### config.mk
export PLATFORM = sky130hd
export DESIGN_NAME = xfer_switch_ctrl
export DESIGN_NICKNAME = d
export VERILOG_FILES = /design/src/rtl/xfer_pkg.sv /design/src/rtl/xfer_sense_filter.sv /design/src/rtl/xfer_return_timer.sv /design/src/rtl/xfer_fsm.sv /design/src/rtl/xfer_switch_ctrl.sv
export SDC_FILE = /design/constraint.sdc
export NUM_CORES = 1
export LEC_CHECK = 0
export BUFFER_PORTS_ARGS = -buffer_cell sky130_fd_sc_hd__buf_2
export CAP_MARGIN = 40
export CORE_ASPECT_RATIO = 0.8
export CORE_MARGIN = 5
export CORE_UTILIZATION = 66
export CTS_CLUSTER_SIZE = 12
export DETAILED_ROUTE_END_ITERATION = 16
export GPL_ROUTABILITY_DRIVEN = 0
export GPL_TIMING_DRIVEN = 0
export PLACE_DENSITY = 0.84
export SYNTH_ARGS = -nofsm -noshare
export SYNTH_HDL_FRONTEND = slang
export SYNTH_HIERARCHICAL = 1
export SYNTH_SLANG_ARGS = --single-unit
### constraint.sdc
create_clock -name clk -period 3.1 [get_ports clk]
set_input_delay 0.31 -clock clk [delete_from_list [all_inputs] [get_ports clk]]
set_output_delay 0.31 -clock clk [all_outputs]
set_load 0.03 [all_outputs]
### src/rtl/xfer_pkg.sv
package xfer_pkg;
  localparam int N_UTIL  = 3;
  localparam int N_SRC   = N_UTIL + 1;
  localparam int GEN_IDX = N_UTIL;
  localparam int IDX_W   = $clog2(N_SRC);

  typedef enum logic [1:0] {
    ST_IDLE,
    ST_CONNECTED,
    ST_BREAK,
    ST_MAKE
  } xfer_state_t;

  typedef struct packed {
    logic             valid;
    logic [IDX_W-1:0] idx;
  } pick_t;

  // Lowest-numbered qualified utility phase wins; generator only as last resort.
  function automatic pick_t pick_source(input logic [N_SRC-1:0] q);
    pick_t p;
    p.valid = 1'b0;
    p.idx   = '0;
    for (int i = N_UTIL - 1; i >= 0; i--) begin
      if (q[i]) begin
        p.valid = 1'b1;
        p.idx   = IDX_W'(i);
      end
    end
    if (!p.valid && q[GEN_IDX]) begin
      p.valid = 1'b1;
      p.idx   = IDX_W'(GEN_IDX);
    end
    return p;
  endfunction
endpackage

### src/rtl/xfer_sense_filter.sv
module xfer_sense_filter #(
  parameter int DEB_CYCLES = 16
) (
  input  logic clk,
  input  logic rst,
  input  logic sense_raw,
  output logic present
);
  localparam int CW = $clog2(DEB_CYCLES + 1);

  logic          sync1, sync2;
  logic [CW-1:0] stable_cnt;

  always_ff @(posedge clk) begin
    if (rst) begin
      sync1      <= 1'b0;
      sync2      <= 1'b0;
      present    <= 1'b0;
      stable_cnt <= '0;
    end else begin
      sync1 <= sense_raw;
      sync2 <= sync1;
      if (sync2 == present) begin
        stable_cnt <= '0;
      end else if (stable_cnt == CW'(DEB_CYCLES - 1)) begin
        present    <= sync2;
        stable_cnt <= '0;
      end else begin
        stable_cnt <= stable_cnt + 1'b1;
      end
    end
  end
endmodule

### src/rtl/xfer_return_timer.sv
module xfer_return_timer #(
  parameter int RET_CYCLES = 64
) (
  input  logic clk,
  input  logic rst,
  input  logic present,
  output logic ready
);
  localparam int CW = $clog2(RET_CYCLES + 1);

  logic [CW-1:0] run_cnt;

  always_ff @(posedge clk) begin
    if (rst || !present) begin
      run_cnt <= '0;
      ready   <= 1'b0;
    end else if (!ready) begin
      if (run_cnt == CW'(RET_CYCLES - 1)) begin
        ready <= 1'b1;
      end else begin
        run_cnt <= run_cnt + 1'b1;
      end
    end
  end
endmodule

### src/rtl/xfer_fsm.sv
module xfer_fsm
  import xfer_pkg::*;
#(
  parameter int DEAD_CYCLES   = 32,
  parameter int SETTLE_CYCLES = 19
) (
  input  logic              clk,
  input  logic              rst,
  input  logic [N_SRC-1:0]  qual,
  input  logic [N_UTIL-1:0] util_ready,
  output logic [N_SRC-1:0]  contactor_en
);
  localparam int DW = $clog2(DEAD_CYCLES + 1);
  localparam int SW = $clog2(SETTLE_CYCLES + 1);

  xfer_state_t      state;
  logic [IDX_W-1:0] cur_idx, tgt_idx;
  logic [DW-1:0]    dead_cnt;
  logic [SW-1:0]    settle_cnt;
  logic             settled;
  pick_t            best;
  logic             leave_gen;

  always_comb begin
    best      = pick_source(qual);
    leave_gen = (cur_idx == IDX_W'(GEN_IDX)) && (|util_ready);
  end

  always_ff @(posedge clk) begin
    if (rst) begin
      state        <= ST_IDLE;
      contactor_en <= '0;
      cur_idx      <= '0;
      tgt_idx      <= '0;
      dead_cnt     <= '0;
      settle_cnt   <= '0;
      settled      <= 1'b0;
    end else begin
      if (!settled) begin
        if (settle_cnt == SW'(SETTLE_CYCLES - 1)) settled <= 1'b1;
        else                                      settle_cnt <= settle_cnt + 1'b1;
      end
      case (state)
        ST_IDLE: begin
          if (settled && best.valid) begin
            tgt_idx <= best.idx;
            state   <= ST_MAKE;
          end
        end
        ST_MAKE: begin
          if (best.valid && best.idx == tgt_idx) begin
            contactor_en <= N_SRC'(1) << tgt_idx;
            cur_idx      <= tgt_idx;
            state        <= ST_CONNECTED;
          end else begin
            state <= ST_IDLE;
          end
        end
        ST_CONNECTED: begin
          if (!qual[cur_idx] || leave_gen) begin
            contactor_en <= '0;
            dead_cnt     <= '0;
            state        <= ST_BREAK;
          end
        end
        ST_BREAK: begin
          if (dead_cnt == DW'(DEAD_CYCLES - 1)) begin
            if (best.valid) begin
              tgt_idx <= best.idx;
              state   <= ST_MAKE;
            end else begin
              state <= ST_IDLE;
            end
          end else begin
            dead_cnt <= dead_cnt + 1'b1;
          end
        end
        default: state <= ST_IDLE;
      endcase
    end
  end
endmodule

### src/rtl/xfer_switch_ctrl.sv
module xfer_switch_ctrl
  import xfer_pkg::*;
#(
  parameter int DEB_CYCLES  = 16,
  parameter int DEAD_CYCLES = 32,
  parameter int RET_CYCLES  = 64
) (
  input  logic             clk,
  input  logic             rst,
  input  logic [N_SRC-1:0] src_sense,
  output logic [N_SRC-1:0] contactor_en
);
  localparam int SETTLE_CYCLES = DEB_CYCLES + 3;

  logic [N_SRC-1:0]  src_qual;
  logic [N_UTIL-1:0] util_ready;

  for (genvar i = 0; i < N_SRC; i++) begin : g_filter
    xfer_sense_filter #(.DEB_CYCLES(DEB_CYCLES)) u_filter (
      .clk       (clk),
      .rst       (rst),
      .sense_raw (src_sense[i]),
      .present   (src_qual[i])
    );
  end

  for (genvar i = 0; i < N_UTIL; i++) begin : g_return
    xfer_return_timer #(.RET_CYCLES(RET_CYCLES)) u_timer (
      .clk     (clk),
      .rst     (rst),
      .present (src_qual[i]),
      .ready   (util_ready[i])
    );
  end

  xfer_fsm #(
    .DEAD_CYCLES   (DEAD_CYCLES),
    .SETTLE_CYCLES (SETTLE_CYCLES)
  ) u_fsm (
    .clk          (clk),
    .rst          (rst),
    .qual         (src_qual),
    .util_ready   (util_ready),
    .contactor_en (contactor_en)
  );
endmodule

=== Yosys cells after proc, flatten, opt, wreduce, memory -nomap -nowiden ===
Cells that the tools add are included.

* Add/subtract/negate cells: 9
* Shifts and indexed selects: 1
* Mux-type cells: 30
* Eq/ne operators: 24
* Bitwise operators: 12
* Reductions and logical operators: 35
* Magnitude comparators: 1

{| class="wikitable"
|+ Operators with widths
! kind !! number
|-
| $add 5x1->5 const B || 5
|-
| $add 7x1->7 const B || 3
|-
| $eq 7x6->1 const B || 3
|-
| $eq 5x4->1 const B || 4
|-
| $reduce_and 2->1 || 9
|-
| $reduce_or 3->1 || 5
|-
| $mux 2 || 7
|-
| $mux 3 || 4
|-
| $mux 6 || 2
|-
| $not 1->1 || 12
|-
| $pmux 6 s2 || 1
|-
| $mux 1 || 10
|-
| $ne 2x1->1 const B || 5
|-
| $reduce_and 3->1 || 3
|-
| $mux 4 || 2
|-
| $pmux 2 s4 || 1
|-
| $pmux 4 s2 || 1
|-
| $add 6x1->6 const B || 1
|-
| $eq 2x2->1 const B || 3
|-
| $eq 6x5->1 const B || 1
|-
| $reduce_bool 2->1 || 3
|-
| $eq 5x5->1 const B || 1
|-
| $logic_not 1->1 || 5
|-
| $eq 1x1->1 || 4
|-
| other kinds (11) || 17
|}

* Bits in registers: 78
* Word-level logic and storage cells: 141
* Output and inout port bits: 4
* Bits of input ports: 6

=== Logic depth before layout (Yosys ltp) ===
Gate-level depths: netlist (run 1).

* Depth in word-level cells: 10
* Depth in mapped cells: 7
* Depth with buffers taken out: 7

=== Cells and area by module ===
The synthesis (run 1) kept the hierarchy.

{| class="wikitable"
|+ Modules (own cells, without submodules)
! module !! cells each !! area each (µm²) !! sequential area each (µm²) !! instances
|-
| xfer_fsm || 132 || 1147.4 || 440.4 || 1
|-
| xfer_sense_filter || 27 || 286.5 || 160.2 || 4
|-
| xfer_return_timer || 40 || 371.6 || 160.2 || 3
|}

=== Worst setup path before layout (run 1) ===
Ideal clock, no wire load.

* Kind: register to register
* From: register u_fsm.dead_cnt[0]
* To: register u_fsm.tgt_idx[0]
* Cell stages (with the launch flop): 7
* Required time: 2.972 ns
* Path buffers: 0
* Arrival time: 1.525 ns
* Setup slack: 1.447 ns
* Clock period less this slack: 1.653 ns
* Setup time: 0.128 ns
* Cells stage by stage: dfxtp_1 > ha_1 > nor2b_1 > a31oi_1 > nor3b_1 > mux2i_1 > nor2_1

* Word-level cells in the longest chain between the ends: 3

{| class="wikitable"
|+ Ends and longest elaborated chain
! element !! RTL line !! text
|-
| start: declaration || xfer_fsm.sv:18 || <nowiki>logic [DW-1:0] dead_cnt;</nowiki>
|-
| start signal: assignment || xfer_fsm.sv:75 || <nowiki>dead_cnt <= dead_cnt + 1'b1;</nowiki>
|-
| $eq 6x5->1 || xfer_fsm.sv:67 || <nowiki>if (dead_cnt == DW'(DEAD_CYCLES - 1)) begin</nowiki>
|-
| $ne 2x1->1 (no line) || n/a ||
|-
| $reduce_and 4->1 (no line) || n/a ||
|-
| end signal: assignment || xfer_fsm.sv:46 || <nowiki>tgt_idx <= best.idx;</nowiki>
|-
| end signal: assignment || xfer_fsm.sv:69 || <nowiki>tgt_idx <= best.idx;</nowiki>
|-
| end: declaration || xfer_fsm.sv:17 || <nowiki>logic [IDX_W-1:0] cur_idx, tgt_idx;</nowiki>
|}

Every way passes these cells.
A chain may end at the register's enable or synchronous reset.

=== Final worst setup path (run 1) ===
* From: register u_fsm.dead_cnt[1]
* To: register u_fsm.tgt_idx[0]

The elaborated chain is that of the path after synthesis.

==> flow_summary.yaml, run 1 <==
route:
  top_layer: "met4"
  wl_met2_um: 3140
  ant_nets: 0
  met1_length_um: 2720
  dr_wl_met3_um: 303
  num_vias: 2516
  via_per_inst: 5.63
  drc: 0
  wl_per_cell_um: 13.9
  drt-initial-drc-count: 149
  totalWireLength_um: 6230
  first_pass_iters: 4
floorplanning:
  io_pins: 10
  core-area_um2: 5010
  initial_core_util_pct: 68.1
  die_h_um: 74.3
  dieArea_um2: 6710
  num_rows: 23
  die_w_um: 90.3
sta:
  timing.setup.tns_ps: 0
  period_needed_ps: 1880
  skew_ps: 8.88
  final_max_slew_viol_count: 0
  fmax_ghz: 0.531
  rsz0062_at_grt: "no"
  max-slew-margin-rel_pct: 62.0
  post-route-period-util_pct: 60.8
  hold_viol: 0
  worst_pin_slew_ps: 569
  whs_ps: 165
  setup_violations: 0
layout:
  regArea_um2: 1560
  diodes: 0
  multi_input_area_um2: 1770
  fill_cells: 364
  area_delta_synth_final_pct: 9.73
  nets: 400
  layout-drive-gt1-share_pct: 13.2
clocking:
  htreeDepth: 3
  cts_max_path_buffers: 2
  post-cts-setup-buffers: 0
  clkTransAtPathRegs_ps: 80
  clock_sinks: 78
  cts_hold_buf: 0
  numCtsBuffers: 9
  insertion_delay_ps: 350
  cts_resized: 0
  clock-root-buffer: "clkbuf_8"
  cts_tree: "done"
pwr:
  peakVddDrop_uv: 359
  p_leak_nw: 1.37
  power_density_nw_per_um2: 489
yosys:
  synth_top_cell_by_area: "dfxtp_1"
  synth_ff_type: "dfxtp_1"
  post_synth_num_cell_types: 43
  syn_inst: 360
  ys_seq_area_share_pct: 45.8
  syn-cell-area_um2: 3410
  yosys_warnings: 6
  async_flop_share_pct: 0
  synth_edf_count: 0
  yosysMostFrequentCell: "dfxtp_1"
  yosysTopAreaCellShare_pct: 45.8
  synth_area_per_cell_um2: 9.47
  synthTopCellsByCount: "dfxtp_1 (78), nor2_1 (60), xnor2_1 (23), nand2_1 (21), nor2b_1 (20)"
  synth_nets: 380
  synth_area_leaders: "dfxtp_1 (46%), nor2_1 (6.6%), xnor2_1 (5.9%), ha_1 (5.1%), nor2b_1 (3.7%)"
  yosys_register_bits: 78
setup_path:
  cp_data_required_time_ps: 3320
  r2r-start: "u_fsm/dead_cnt[1]$_SDFFE_PP0P_"
  worstPathMaxFanout: 4
  startpoint_type: "register"
  path_delay_family: "simple AND/OR/NAND/NOR gates"
  critical_path.endpoint_type: "register"
  critical_path.slowest_cell: "nor3b_1"
  path_buf_inv: 0
  max_stage_delay_ps: 500
  worst_ep_arrival_time_ps: 2110
  crit_chain: "ha_1 -> nor2b_1 -> a31oi_1 -> nor3b_1 -> mux2i_1 -> nor2_1"
  crit_start: "u_fsm/dead_cnt[1]$_SDFFE_PP0P_"
  path_class: "reg -> reg"
status:
  outcome: "complete, no violations"
placed_design:
  io_buffer_count: 9
  hpwl_um: 4240
grt:
  grt_max_degree: 24
  grt_pass1_wl_um: 10800
  grt_usage_pct: 20.2
  grt_pass1_vias: 2473
  gr-total-overflow: 0
  antenna_found_initial: 0
job:
  maxCapViolCount: 0
min_path:
  hold_path_class: "in -> reg"
  min-delay-start: "src_sense[1]"
## sequential cells by signal, indices dropped and copies added (netlist names)
register                      flops
g_return.u_timer/run_cnt         21
g_filter.u_filter/stable_cnt     20
u_fsm/dead_cnt                    6
u_fsm/settle_cnt                  5
g_filter.u_filter/present         4
g_filter.u_filter/sync1           4
g_filter.u_filter/sync2           4
u_fsm/contactor_en                4
g_return.u_timer/ready            3
u_fsm/cur_idx                     2
u_fsm/state                       2
u_fsm/tgt_idx                     2
u_fsm/settled                     1
## worst reg2reg max path: cells and delay by family, from the launching register on
kind	cells	cell delay, ps
AOI/OAI and AO/OA	1	110
adders and majority gates	1	210
DFF	1	390
muxes	1	260
and+or+nand+nor	3	790
## layer usage
| metal | GRT usage, % | vias up |
|---|---|---|
| li1 | - | 1278 |
| met1 | 23.1 | 1180 |
| met2 | 36.4 | 52 |
| met3 | 5.76 | 6 |
| met4 | 7.77 | 0 |
| met5 | 0 | - |
## worst paths after layout
path         slack, ps  depth (start not counted)                                     endpoint
min                160                          2        g_filter[1].u_filter/sync1$_SDFF_PP0_
min reg2reg        440                          2  g_return[1].u_timer/run_cnt[6]$_SDFFE_PP0P_
max reg2reg       1220                          6                u_fsm/tgt_idx[0]$_SDFFE_PP0P_
max               1220                          6                u_fsm/tgt_idx[0]$_SDFFE_PP0P_
## final cells by class
class,count,share of cell area (%)
buffer,5,0.736
clock buffer,11,4.05
clock inverter,5,1.54
inverter,12,1.20
multi-input combinational,265,47.4
sequential,78,41.8
tap,62,2.07
timing repair buffer,9,1.20
## metrics by stage
stage | std cells | utilization (%) | power (mW) | cell area (µm²) | worst slack, ps
2_1_floorplan | 360 | - | 1.06 | 3410 | 1450
3_3_place_gp | 431 | 70.5 | 1.07 | 3530 | 1230
3_5_place_dp | 431 | 70.5 | 1.08 | 3530 | 1260
4_1_cts | 447 | 74.7 | 1.85 | 3740 | 1230
5_1_grt | 447 | 74.7 | 1.91 | 3740 | 955
6_report | 447 | 74.7 | 1.83 | 3740 | 1220
## layout by cell type (no fill, tap or decap), types with 2 or more instances in the layout
master,count
dfxtp_1,78
nor2_1,60
xnor2_1,23
nand2_1,21
nor2b_1,20
nand3_1,18
ha_1,14
inv_1,12
clkbuf_8,11
mux2i_1,11
a21oi_1,10
buf_2,10
xor2_1,8
nand2b_1,8
a31oi_1,8
o21ai_0,7
and3_1,6
or3_4,4
nor3_1,4
clkinvlp_4,3
and4_4,3
and2b_4,3
a211oi_2,3
a21oi_4,3
a21oi_2,3
a31o_2,3
nand4b_1,3
clkbuf_1,3
a211oi_1,3
nand4_1,3
o31ai_1,2
nand3b_1,2
## power breakdown
group	switching (mW)	internal (mW)
logic	0.0194	0.0156
clock network	0.363	0.414
registers	0.00700	1.01
total	0.390	1.44
## kinds of logic after synthesis
logic type      share of synthesized area, %
compound gates                          10.1
xor+xnor                                7.97
fa+ha+maj                               5.14
buf+inv                                 2.13
flops                                   45.8
mux                                     3.67
simple gates                            25.2
Note: power is estimated with default switching activity, not from simulation.
==> run 2: changes to the inputs <==
--- a/config.mk
+++ b/config.mk
@@ -5,16 +5,17 @@
 export SDC_FILE = /design/constraint.sdc
 export NUM_CORES = 1
 export LEC_CHECK = 0
+export ABC_AREA = 1
 export BUFFER_PORTS_ARGS = -buffer_cell sky130_fd_sc_hd__buf_2
 export CAP_MARGIN = 40
 export CORE_ASPECT_RATIO = 0.8
 export CORE_MARGIN = 5
-export CORE_UTILIZATION = 66
+export CORE_UTILIZATION = 56
 export CTS_CLUSTER_SIZE = 12
 export DETAILED_ROUTE_END_ITERATION = 16
 export GPL_ROUTABILITY_DRIVEN = 0
 export GPL_TIMING_DRIVEN = 0
-export PLACE_DENSITY = 0.84
+export PLACE_DENSITY = 0.76
 export SYNTH_ARGS = -nofsm -noshare
 export SYNTH_HDL_FRONTEND = slang
 export SYNTH_HIERARCHICAL = 1
==> constraint.sdc (replaced) <==
create_clock -name clk -period 1.59 [get_ports clk]
set_input_delay 0.159 -clock clk [delete_from_list [all_inputs] [get_ports clk]]
set_output_delay 0.159 -clock clk [all_outputs]
set_load 0.03 [all_outputs]
==> flow_summary.yaml, run 2 <==
status:
  outcome: "complete, no violations"
route:
  first_pass_iters: 4
  num_vias: 3198
  drt-initial-drc-count: 112
  wl_per_cell_um: 10.3
  via_per_inst: 4.85
  totalWireLength_um: 6810
  drc: 0
  ant_nets: 0
setup_path:
  path_buf_inv: 0
  max_stage_delay_ps: 390
  worstRegToRegCells: 6
  critical_path.endpoint_type: "register"
  startpoint_type: "register"
  worst_ep_arrival_time_ps: 1680
  worst-path-stages: 6
  path_class: "reg -> reg"
  worstPathMaxFanout: 7
  critical_path.slowest_cell: "dfxtp_2"
  cp_data_required_time_ps: 1840
  path_delay_family: "flip-flops"
  crit_chain: "ha_2 -> nand3_2 -> o21ai_4 -> nand3_1 -> a21oi_1 -> nor2_1"
clocking:
  clock_sinks: 78
  clock-root-buffer: "clkbuf_8"
  htreeDepth: 3
  clkTransAtPathRegs_ps: 80
  post-cts-setup-buffers: 0
  insertion_delay_ps: 350
  cts_tree: "done"
  cts_max_path_buffers: 2
  numCtsBuffers: 9
layout:
  regArea_um2: 1570
  top_register: "g_return.u_timer/run_cnt"
  reg_top3: "g_return.u_timer/run_cnt x21, g_filter.u_filter/stable_cnt x20, u_fsm/dead_cnt x6"
  multi_input_area_um2: 1910
  mostFrequentLayoutCells: "nor2_1 (112), nand2_1 (97), inv_1 (90)"
  largest_reg_flops: 21
  area_delta_synth_final_pct: 10.6
  nets: 589
  fill_cells: 597
  fin_util_pct: 62.7
  mostFrequentLayoutCell: "nor2_1"
  layout-drive-gt1-share_pct: 14.3
  diodes: 0
placed_design:
  hpwl_um: 4830
  pre_cts_slack_ps: -34.4
  io_buffer_count: 9
sta:
  period_needed_ps: 1430
  max-slew-margin-rel_pct: 64.3
  setup_violations: 0
  post-route-period-util_pct: 90.2
  worst_pin_slew_ps: 535
  skew_ps: 9.96
  fin_ws_ps: 156
  hold_viol: 0
  timing.setup.tns_ps: 0
  whs_ps: 202
  final_max_slew_viol_count: 0
  fmax_ghz: 0.697
grt:
  grt_pass1_wl_um: 12300
  grt_usage_pct: 17.3
  gr-total-overflow: 0
  antenna_found_initial: 0
  grt_pass1_vias: 2955
  grt_max_degree: 21
pwr:
  swShare_pct: 32.7
  power_frac_seq_pct: 46.9
  power_density_nw_per_um2: 1110
  combPwrFrac_pct: 21.8
  internal-power_mw: 3.18
  p_sw_mw: 1.54
  p_clk_share_pct: 31.3
  p_leak_nw: 1.84
  power_mw: 4.72
  peakVddDrop_uv: 532
yosys:
  syn-cell-area_um2: 3850
  synth-xor-area-share_pct: 1.14
  synth_nets: 565
  yosysTopAreaCellShare_pct: 40.6
  synthTopCellsByCount: "nor2_1 (112), nand2_1 (97), inv_1 (90), dfxtp_1 (78), nand3_1 (46)"
  synthMuxAreaShare_pct: 0
  synth_ff_type: "dfxtp_1"
  synth_fa_ha_area_share_pct: 4.55
  synth_edf_count: 0
  synth_area_leaders: "dfxtp_1 (41%), nor2_1 (11%), nand2_1 (9.5%), inv_1 (8.8%), nand3_1 (6.0%)"
  async_flop_share_pct: 0
  synth_top_family_by_area: "simple AND/OR/NAND/NOR gates"
  ys_seq_area_share_pct: 40.6
  yosys_warnings: 6
  yosysMostFrequentCell: "nor2_1"
  syn_inst: 545
  synthSimpleGateAreaFrac_pct: 37.9
  synth_top_cell_by_area: "dfxtp_1"
  post_synth_num_cell_types: 29
  synth_area_per_cell_um2: 7.06
  synth-compound-area-share_pct: 5.69
  yosys_register_bits: 78
min_path:
  hold_path_class: "in -> reg"
  hold_path_depth: 2
floorplanning:
  die_w_um: 103
  core-area_um2: 6790
  io_pins: 10
  dieArea_um2: 8640
  initial_core_util_pct: 56.6
  die_h_um: 84.1
  num_rows: 27
job:
  maxCapViolCount: 0
run 2: cell types whose count changed in the layout (fill, tap and decap cells not counted), moves of 9 or more:
| cell | previous run | this run |
|---|---|---|
| inv_1 | 12 | 90 |
| nand2_1 | 21 | 97 |
| nor2_1 | 60 | 112 |
| nand3_1 | 18 | 45 |
| nor2b_1 | 20 | 0 |
| xnor2_1 | 23 | 4 |
| a21oi_1 | 10 | 25 |
| mux2i_1 | 11 | 0 |
| nand2_2 | 0 | 9 |
| nand3_2 | 0 | 9 |
run 2: cell type report:
type                       count  share of cell area, %
buffer                         3                  0.676
clock buffer                   9                   2.91
timing repair buffer          13                   2.00
sequential                    78                   36.8
tap                           87                   2.56
multi-input combinational    369                   44.9
clock inverter                 6                   1.68
inverter                      95                   8.44
run 2: timing repair:
item                       4_1_cts  5_1_grt
hold endpoints to repair         4        0
gates resized for setup          0        7
hold buffers                     4        0
setup endpoints to repair        0       12
run 2: final timing paths:
| kind | start | to | slack (ps) |
|---|---|---|---|
| min reg2reg | g_filter[0].u_filter/sync1$_SDFF_PP0_ | g_filter[0].u_filter/sync2$_SDFF_PP0_ | 410 |
| min | rst | g_filter[3].u_filter/sync1$_SDFF_PP0_ | 200 |
| max | u_fsm/dead_cnt[0]$_SDFFE_PP0P_ | u_fsm/tgt_idx[1]$_SDFFE_PP0P_ | 160 |
| max reg2reg | u_fsm/dead_cnt[0]$_SDFFE_PP0P_ | u_fsm/tgt_idx[1]$_SDFFE_PP0P_ | 160 |
run 2: metal layers:
layer  routed length [µm]  track usage (%)
met5                    0                0
met1                 3400             22.4
met2                 3130             27.6
met4                   47             5.72
met3                  223             5.01
run 2: kinds of logic after synthesis:
logic type,after synthesis
XOR/XNOR,5
flip-flops,78
AND/OR/NAND/NOR,312
adder cells (fa/ha/maj),14
buffers and inverters,98
AO/OA/AOI/OAI,38
run 2: power by group through the flow:
stage / registers [mW] / logic [mW] / clock network [mW]
final: 2.22 / 1.03 / 1.48
after global placement: 2.25 / 0.969 / 0
after CTS: 2.21 / 1.01 / 1.52
after detailed placement: 2.26 / 1.00 / 0
after global routing: 2.24 / 1.18 / 1.62
after floorplan: 2.30 / 0.754 / 0
run 2: through the flow:
stage / cell area, µm² / std cells
floorplan: 3850 / 545
global placement: 4000 / 641
detailed placement: 4000 / 641
CTS: 4240 / 660
global route: 4260 / 660
finish: 4260 / 660
==> run 3: changes to the inputs <==
--- a/config.mk
+++ b/config.mk
@@ -10,13 +10,13 @@
 export CAP_MARGIN = 40
 export CORE_ASPECT_RATIO = 0.8
 export CORE_MARGIN = 5
-export CORE_UTILIZATION = 56
+export CORE_UTILIZATION = 55
 export CTS_CLUSTER_SIZE = 12
 export DETAILED_ROUTE_END_ITERATION = 16
 export GPL_ROUTABILITY_DRIVEN = 0
 export GPL_TIMING_DRIVEN = 0
-export PLACE_DENSITY = 0.76
+export PLACE_DENSITY = 0.75
+export RECOVER_POWER = 25
 export SYNTH_ARGS = -nofsm -noshare
 export SYNTH_HDL_FRONTEND = slang
-export SYNTH_HIERARCHICAL = 1
 export SYNTH_SLANG_ARGS = --single-unit
==> flow_summary.yaml, run 3 <==
sta:
  fmax_ghz: 0.675
  hold_viol: 0
  setup_violations: 0
  period_needed_ps: 1480
  skew_ps: 7.50
  final_max_slew_viol_count: 0
  timing.setup.tns_ps: 0
  post-route-period-util_pct: 93.1
  worst_pin_slew_ps: 605
  fin_ws_ps: 109
  max-slew-margin-rel_pct: 59.7
yosys:
  syn_inst: 463
  synth_area_per_cell_um2: 7.50
  yosys_warnings: 0
  yosysMostFrequentCell: "nor2_1"
  synthTopCellsByCount: "nor2_1 (79), dfxtp_1 (78), inv_1 (76), nand2_1 (72), a21oi_1 (34)"
  synth_area_leaders: "dfxtp_1 (45%), nor2_1 (8.5%), inv_1 (8.2%), nand2_1 (7.8%), ha_1 (5.0%)"
  synth_nets: 483
  synth_edf_count: 0
  synth_ff_type: "dfxtp_1"
  yosysTopAreaCellShare_pct: 45.0
  synth_top_cell_by_area: "dfxtp_1"
  post_synth_num_cell_types: 33
  syn-cell-area_um2: 3470
  yosys_register_bits: 78
  async_flop_share_pct: 0
  ys_seq_area_share_pct: 45.0
layout:
  regArea_um2: 1570
  nets: 509
  multi_input_area_um2: 1640
  diodes: 0
  fin_cells: 575
  reg_top3: "g_return.u_timer.run_cnt x21, g_filter.u_filter.stable_cnt x20, u_fsm.dead_cnt x6"
  fin_util_pct: 65.3
  largest_reg_flops: 21
  mostFrequentLayoutCell: "nor2_1"
  mostFrequentLayoutCells: "nor2_1 (76), inv_1 (75), dfxtp_1 (75)"
  layout-drive-gt1-share_pct: 13.8
  top_register: "g_return.u_timer.run_cnt"
  fill_cells: 533
  final_area_um2: 3920
  area_delta_synth_final_pct: 13.0
grt:
  grt_pass1_wl_um: 11100
  grt_util_met2_pct: 27.5
  use_met3_pct: 5.32
  gr-usage-met1_pct: 21.8
  grt_usage_pct: 17.0
  busiest_layer: "met2"
  grt_max_degree: 13
  grt_pass1_vias: 2688
  antenna_found_initial: 0
  gr-total-overflow: 0
setup_path:
  rrSetupSlack_ps: 110
  worst_ep_arrival_time_ps: 1720
  r2r-end: "u_fsm.tgt_idx[0]$_SDFFE_PP0P_"
  crit_chain: "ha_4 -> nand4_2 -> o21ai_4 -> nand2_2 -> nor2_4 -> inv_1 -> nor2_1 -> nor2_1"
  cp_data_required_time_ps: 1830
  max_stage_delay_ps: 390
  worstPathMaxFanout: 4
  cp_common_cell: "nor2_1"
  critical_path.endpoint_type: "register"
  worstRegToRegCells: 8
  startpoint_type: "register"
  crit_start: "u_fsm.dead_cnt[0]$_SDFFE_PP0P_"
  r2r-start: "u_fsm.dead_cnt[0]$_SDFFE_PP0P_"
  path_class: "reg -> reg"
  critical_path.slowest_cell: "dfxtp_2"
  endpoint: "u_fsm.tgt_idx[0]$_SDFFE_PP0P_"
placed_design:
  dpl.cell_count: 553
  dpl_cell_area_um2: 3620
  pre_cts_slack_ps: 31.6
  hpwl_um: 4530
  io_buffer_count: 9
clocking:
  htreeDepth: 3
  clock-root-buffer: "clkbuf_8"
  cts_max_path_buffers: 2
  clkTransAtPathRegs_ps: 80
  clock_sinks: 78
  cts_tree: "done"
  insertion_delay_ps: 340
  numCtsBuffers: 9
route:
  first_pass_iters: 4
  drt-initial-drc-count: 97
  totalWireLength_um: 6250
  ant_nets: 0
  wl_per_cell_um: 10.9
  num_vias: 2830
  via_per_inst: 4.92
  drc: 0
floorplanning:
  die_w_um: 98.8
  core-area_um2: 6010
  dieArea_um2: 8010
  num_rows: 25
  initial_core_util_pct: 57.8
  io_pins: 10
  die_h_um: 81.1
min_path:
  hold_path_class: "in -> reg"
pwr:
  peakVddDrop_uv: 535
  power_density_nw_per_um2: 1080
  p_leak_nw: 1.62
job:
  maxCapViolCount: 0
status:
  outcome: "complete, no violations"
-- run 3: layout make-up --
cell class	instances	share of cell area (%)
tap	81	2.58
inverter	79	7.56
timing repair buffer	15	2.14
sequential	78	39.9
buffer	3	0.319
clock inverter	3	1.02
clock buffer	13	4.56
multi-input combinational	303	41.9
-- run 3: worst min path at each step --
stage | cells after the start | end | start | slack, ps
after global routing | 3 | g_filter[3].u_filter.sync1$_SDFF_PP0_ | src_sense[3] | 20
after detailed placement | 3 | g_filter[3].u_filter.sync1$_SDFF_PP0_ | src_sense[3] | 380
after global placement | 3 | g_filter[1].u_filter.sync1$_SDFF_PP0_ | src_sense[1] | 380
final | 3 | g_filter[3].u_filter.sync1$_SDFF_PP0_ | src_sense[3] | 30
after floorplan | 2 | g_filter[0].u_filter.sync1$_SDFF_PP0_ | src_sense[0] | 270
after CTS | 3 | g_filter[3].u_filter.sync1$_SDFF_PP0_ | src_sense[3] | 20
-- run 3: per-layer routing --
metal / wire, µm / vias to the layer above
li1: - / 1522
met1: 3140 / 1273
met2: 2850 / 30
met3: 218 / 5
met4: 42 / 0
met5: 0 / -
-- run 3: critical path: cells and delay by family, from the launching register on --
kind                     cells  cell delay (ps)
AND/OR/NAND/NOR              5              530
flip-flops                   1              390
AO/OA/AOI/OAI                1              230
adder cells (fa/ha/maj)      1              170
buffers and inverters        1               60
-- run 3: per-stage QoR --
stage	total power, mW	hold slack (ps)
floorplan	2.58	266
global placement	2.69	376
detailed placement	2.70	383
CTS	4.27	15.7
global route	4.47	22.1
finish	4.24	32.5
-- run 3: where the power goes --
group          total [mW]  switching, mW  leakage, nW  internal, mW
registers            2.10         0.0700        0.633          2.03
clock network        1.57          0.678        0.115         0.892
logic               0.567          0.374        0.876         0.193
-- run 3: kinds of logic (layout without fill, tap and decap cells) --
family | after synthesis | after routing | share of synthesized area [%]
buffers and inverters | 82 | 113 | 8.94
flip-flops | 78 | 78 | 45.0
adder cells (fa/ha/maj) | 14 | 14 | 5.05
AO/OA/AOI/OAI | 82 | 82 | 14.2
AND/OR/NAND/NOR | 202 | 202 | 25.5
XOR/XNOR | 5 | 5 | 1.26
-- run 3: repair_timing --
item,4_1_cts,5_1_grt
hold buffers,0,0
endpoints found under the setup margin,0,21
buffers inserted,0,6
resized for setup,0,20
